File: config.mk
export PLATFORM = sky130hd
export DESIGN_NAME = seg_pwr_mux_ctrl
export DESIGN_NICKNAME = d
export VERILOG_FILES = /design/src/rtl/seg_ctl_pkg.sv /design/src/rtl/sc_sense_sync.sv /design/src/rtl/sc_scan_cell.sv /design/src/rtl/sc_seg_return.sv /design/src/rtl/seg_pwr_mux_ctrl.sv
export SDC_FILE = /design/constraint.sdc
export NUM_CORES = 1
export LEC_CHECK = 0
export BUFFER_PORTS_ARGS = -buffer_cell sky130_fd_sc_hd__buf_2
export CORE_AREA = 4 4 41 43
export CTS_CLUSTER_SIZE = 10
export DETAILED_ROUTE_END_ITERATION = 16
export DIE_AREA = 0 0 45 47
export GPL_TIMING_DRIVEN = 0
export PLACE_DENSITY = 0.38
export RECOVER_POWER = 100
export SLEW_MARGIN = 30
export SYNTH_ARGS = -nofsm -noshare
export SYNTH_HDL_FRONTEND = slang
export SYNTH_HIERARCHICAL = 1
export SYNTH_SLANG_ARGS = --single-unit
export TNS_END_PERCENT = 30
File: constraint.sdc
create_clock -name tck -period 1.15 [get_ports tck]
set_clock_uncertainty 0.2 [all_clocks]
set_input_delay 0.1725 -clock tck [delete_from_list [all_inputs] [get_ports tck]]
set_output_delay 0.1725 -clock tck [all_outputs]
set_load 0.01 [all_outputs]
File: src/rtl/seg_ctl_pkg.sv
// Shared definitions for the segment control pair.
// Assumes: cells are one-bit data registers clocked by the test clock.
package seg_ctl_pkg;
    // Selects what a scan cell loads on a capture cycle.
    typedef enum logic {
        CAP_EXTERNAL = 1'b0,
        CAP_SELF     = 1'b1
    } cap_src_e;

    localparam int unsigned CELL_W_DEF     = 1;
    localparam int unsigned SENSE_SYNC_DEF = 2;
endpackage

File: src/rtl/sc_sense_sync.sv
// Brings the island power-sense level into the test clock domain.
// Assumes: the input is a slow level; STAGES = 0 passes it straight through.
module sc_sense_sync #(
    parameter int unsigned STAGES = 2
) (
    input  logic tck,
    input  logic rst_n,
    input  logic d_i,
    output logic q_o
);
    generate
        if (STAGES == 0) begin : g_bypass
            assign q_o = d_i;
        end else begin : g_chain
            logic [STAGES-1:0] stg_q;
            logic [STAGES:0]   stg_cat;
            assign stg_cat = {stg_q, d_i};
            // Shift the sense level one stage per rising edge.
            always_ff @(posedge tck) begin
                if (!rst_n) stg_q <= '0;
                else        stg_q <= stg_cat[STAGES-1:0];
            end
            assign q_o = stg_q[STAGES-1];
        end
    endgenerate
endmodule

File: src/rtl/sc_scan_cell.sv
// Capture/shift/update data register cell.
// Shift stage on the rising edge, update stage on the falling edge.
// Assumes: capture has priority over shift; clr_i or reset clears the update stage.
module sc_scan_cell
    import seg_ctl_pkg::*;
#(
    parameter int unsigned W   = 1,
    parameter cap_src_e    SRC = CAP_EXTERNAL
) (
    input  logic         tck,
    input  logic         rst_n,
    input  logic         clr_i,
    input  logic         capture_i,
    input  logic         shift_i,
    input  logic         update_i,
    input  logic [W-1:0] pi_i,
    input  logic         si_i,
    output logic         so_o,
    output logic [W-1:0] upd_o
);
    logic [W-1:0] sh_q;
    logic [W-1:0] upd_q;
    logic [W-1:0] cap_d;
    logic [W:0]   sh_cat;

    // Pick the capture source: external observe point or own update stage.
    always_comb begin
        cap_d = (SRC == CAP_SELF) ? upd_q : pi_i;
    end

    assign sh_cat = {sh_q, si_i};

    // Shift stage: capture wins over shift.
    always_ff @(posedge tck) begin
        if (!rst_n)         sh_q <= '0;
        else if (capture_i) sh_q <= cap_d;
        else if (shift_i)   sh_q <= sh_cat[W-1:0];
    end

    // Update stage: reset wins over update, loads on the falling edge.
    always_ff @(negedge tck) begin
        if (!rst_n || clr_i) upd_q <= '0;
        else if (update_i)   upd_q <= sh_q;
    end

    assign so_o  = sh_q[W-1];
    assign upd_o = upd_q;
endmodule

File: src/rtl/sc_seg_return.sv
// Return-side path multiplexer and test-mode gate for one island segment.
// Assumes: sel_i comes from the control cell update stage, 1 = segment included.
module sc_seg_return (
    input  logic sel_i,
    input  logic short_i,
    input  logic seg_i,
    input  logic mode_i,
    output logic so_o,
    output logic mode_o
);
    // Choose the serial return path and qualify the test mode.
    always_comb begin
        so_o   = sel_i ? seg_i : short_i;
        mode_o = mode_i & sel_i;
    end
endmodule

File: src/rtl/seg_pwr_mux_ctrl.sv
// Power observe/override cell plus path-control cell ahead of one
// switched-island register segment, with the return multiplexer.
// Assumes: strobes come from a standard TAP controller; the island segment
// shifts on the rising edge of tck while shift_i is high.
module seg_pwr_mux_ctrl
    import seg_ctl_pkg::*;
#(
    parameter int unsigned SENSE_SYNC = SENSE_SYNC_DEF
) (
    input  logic tck,
    input  logic rst_n,
    input  logic tap_reset_i,
    input  logic capture_i,
    input  logic shift_i,
    input  logic update_i,
    input  logic tdi_i,
    input  logic pwr_sense_i,
    input  logic test_mode_i,
    input  logic seg_tdo_i,
    output logic pwr_force_o,
    output logic seg_tdi_o,
    output logic seg_mode_o,
    output logic tdo_o
);
    localparam int unsigned CW = CELL_W_DEF;

    logic          sense_s;
    logic          pwr_so;
    logic          ctl_so;
    logic [CW-1:0] pwr_upd;
    logic [CW-1:0] ctl_upd;

    sc_sense_sync #(.STAGES(SENSE_SYNC)) u_sync (
        .tck   (tck),
        .rst_n (rst_n),
        .d_i   (pwr_sense_i),
        .q_o   (sense_s)
    );

    sc_scan_cell #(.W(CW), .SRC(CAP_EXTERNAL)) u_pwr_cell (
        .tck       (tck),
        .rst_n     (rst_n),
        .clr_i     (tap_reset_i),
        .capture_i (capture_i),
        .shift_i   (shift_i),
        .update_i  (update_i),
        .pi_i      (CW'(sense_s)),
        .si_i      (tdi_i),
        .so_o      (pwr_so),
        .upd_o     (pwr_upd)
    );

    sc_scan_cell #(.W(CW), .SRC(CAP_SELF)) u_ctl_cell (
        .tck       (tck),
        .rst_n     (rst_n),
        .clr_i     (tap_reset_i),
        .capture_i (capture_i),
        .shift_i   (shift_i),
        .update_i  (update_i),
        .pi_i      ('0),
        .si_i      (pwr_so),
        .so_o      (ctl_so),
        .upd_o     (ctl_upd)
    );

    sc_seg_return u_ret (
        .sel_i   (ctl_upd[CW-1]),
        .short_i (ctl_so),
        .seg_i   (seg_tdo_i),
        .mode_i  (test_mode_i),
        .so_o    (tdo_o),
        .mode_o  (seg_mode_o)
    );

    assign pwr_force_o = pwr_upd[CW-1];
    assign seg_tdi_o   = ctl_so;
endmodule

==> summary.md <==
| Metric | Value |
|---|---|
| Drt drc | `0` |
| Sw frac | `23.0%` |
| Pleak | `0.216 nW` |
| Critical path buffers and inverters | `1` |
| Slowest cell on crit path | `dfxtp_2` |
| # diodes | `0` |
| Setup ws final | `-827 ps` |
| Clock transition at path regs | `50 ps` |
| Nets | `53` |
| Clock Power Share | `45.3%` |
| First DRT Iteration DRCs | `0` |
| Final Setup Violations | `6` |
| RSZ-0062 raised after global routing | `yes` |
| Clk sinks | `6` |
| # IOs | `14` |
| Largest net degree at the start of global routing | `7` |
| Post-Route Utilization | `31.8%` |
| Fraction of layout cells with a size suffix above 1 | `54.8%` |
| Gpl congestion | `0.598` |
| Slew Limit Fails | `0` |
| Antenna Nets Post-Route | `0` |
| Vias | `226` |
| Normalized max-slew margin | `90.8%` |
| Die area | `0.00212 mm^2` |
| Status | `finished with violations` |
| Total CTS buffers | `3` |
| Setup WS pre-CTS | `-564 ps` |
| Pre-antenna DRT Iters | `1` |
| Tot Pwr | `0.517 mW` |
| Startpoint type of the worst setup path | `register` |
| CP required | `780 ps` |
| WP data arrival | `1600 ps` |
| Overflow after GRT | `0` |
| Worst-path fanout max | `2` |
| Vias in the first global route | `235` |
| TNS Setup | `-3060 ps` |
| Internal | `0.398 mW` |
| Max VDD drop | `320 uV` |
| Core region area | `0.00130 mm^2` |
| Worst Tran Pin Value | `134 ps` |
| Crit-path cells | `mux2_4 -> buf_6` |
| First-pass GRT wire length | `848 um` |
| Crit path capture type | `primary output` |
| Combinational power share | `11.5%` |
| Hold Vio Cnt, Final | `0` |
| Failing checks | `setup timing` |
| Final hold slack | `8.53 ps` |
| CTS tree | `built` |
| Vias per cell | `3.96` |
| # rows | `13` |
| CP delay by family, top | `flip-flops` |
| Critical setup path kind | `register to primary output` |
| Reg power frac | `43.2%` |
| Worst-Skew Late Latency | `290 ps` |
| Port-buffer cells | `13` |
| P per Cell Area | `1250 mW/mm^2` |
| Antenna violations before repair | `0` |
| Post-Syn Instances | `22` |
| Synthesized area | `253 um^2` |
| Die X | `45 um` |
| Max cap viols | `0` |
| Initial Util | `19.4%` |
| H-tree depth | `1` |
| Maximum root-to-sink buffer count | `2` |
| Max incr delay on CP | `320 ps` |
| Switch Pwr | `0.119 mW` |
| Detailed Place HPWL | `409 um` |
| Drt wl/cell | `9.67 um` |
| Mapped Nets | `32` |
| Synth warn | `6` |
| Hold WC Path Type | `primary input to register` |
| Area growth syn-to-layout | `63.9%` |
| GRT Overall Usage | `6.09%` |
| Chip height | `47 um` |
| Syn Area/Cell | `11.5 um^2` |
| Routed WL | `551 um` |
| Clock Tree Root | `clkbuf_4` |
cell type report:
cell class,count,area (um^2)
clock buffers,4,26.3
well taps,15,18.8
flip-flops and latches,6,125
multi-input cells,14,125
repair buffers,16,111
fillers,150,887
clock inverters,2,7.51
metal layers:
metal  track usage, %  part of all wire (%)  vias to the layer above
li1                 -                     -                      115
met1             4.78                    33                      103
met2             10.5                    56                        8
met3             2.68                    11                        0
met4             7.02                     0                        0
met5                0                     0                        -
per-stage QoR:
| stage | cell area, um^2 | std cells |
|---|---|---|
| detailed placement | 338 | 50 |
| finish | 414 | 57 |
| global route | 414 | 57 |
| floorplan | 254 | 22 |
| global placement | 338 | 50 |
| CTS | 414 | 57 |
layout by cell type (no fill, tap or decap), drive strengths merged:
| cell type | instances |
|---|---|
| o211a | 2 |
| buf | 13 |
| mux2i | 2 |
| and2 | 3 |
| nor3b | 2 |
| mux2 | 3 |
| inv | 2 |
| dfxtp | 6 |
| clkbuf | 5 |
| nand2b | 2 |
| dlygate4sd3 | 2 |
path summary, 6_finish.rpt:
check | startpoint | endpoint | slack [ps] | cells past startpoint
max | u_ctl_cell/upd_o | tdo_o | -830 | 2
min | rst_n | u_pwr_cell/so_o | 9 | 2
max reg2reg | u_ctl_cell/upd_o | u_ctl_cell/so_o | -450 | 3
min reg2reg | u_sync/g_chain.stg_q[0] | u_sync/g_chain.stg_q[1] | 240 | 1
flip-flops by register name, summed over array words and instances (netlist names):
register              cells
u_ctl_cell/so_o           1
u_ctl_cell/upd_o          1
u_pwr_cell/so_o           1
u_pwr_cell/upd_o          1
u_sync/g_chain.stg_q      2
power groups by stage:
stage	clock network (mW)	registers [mW]	logic, mW
after global routing	0.267	0.224	0.0652
after floorplan	0.0218	0.226	0.0218
after global placement	0.0218	0.226	0.0484
after detailed placement	0.0218	0.226	0.0499
after CTS	0.248	0.223	0.0610
final	0.234	0.223	0.0593
what timing repair did:
item / 4_1_cts / 5_1_grt
gates resized for setup: 6 / 0
setup endpoints to repair: 6 / 6
buffers inserted: 1 / 0
hold buffers: 2 / 0
pin swaps: 0 / 1
hold endpoints to repair: 2 / 0
(Power assumes the default switching activity.)
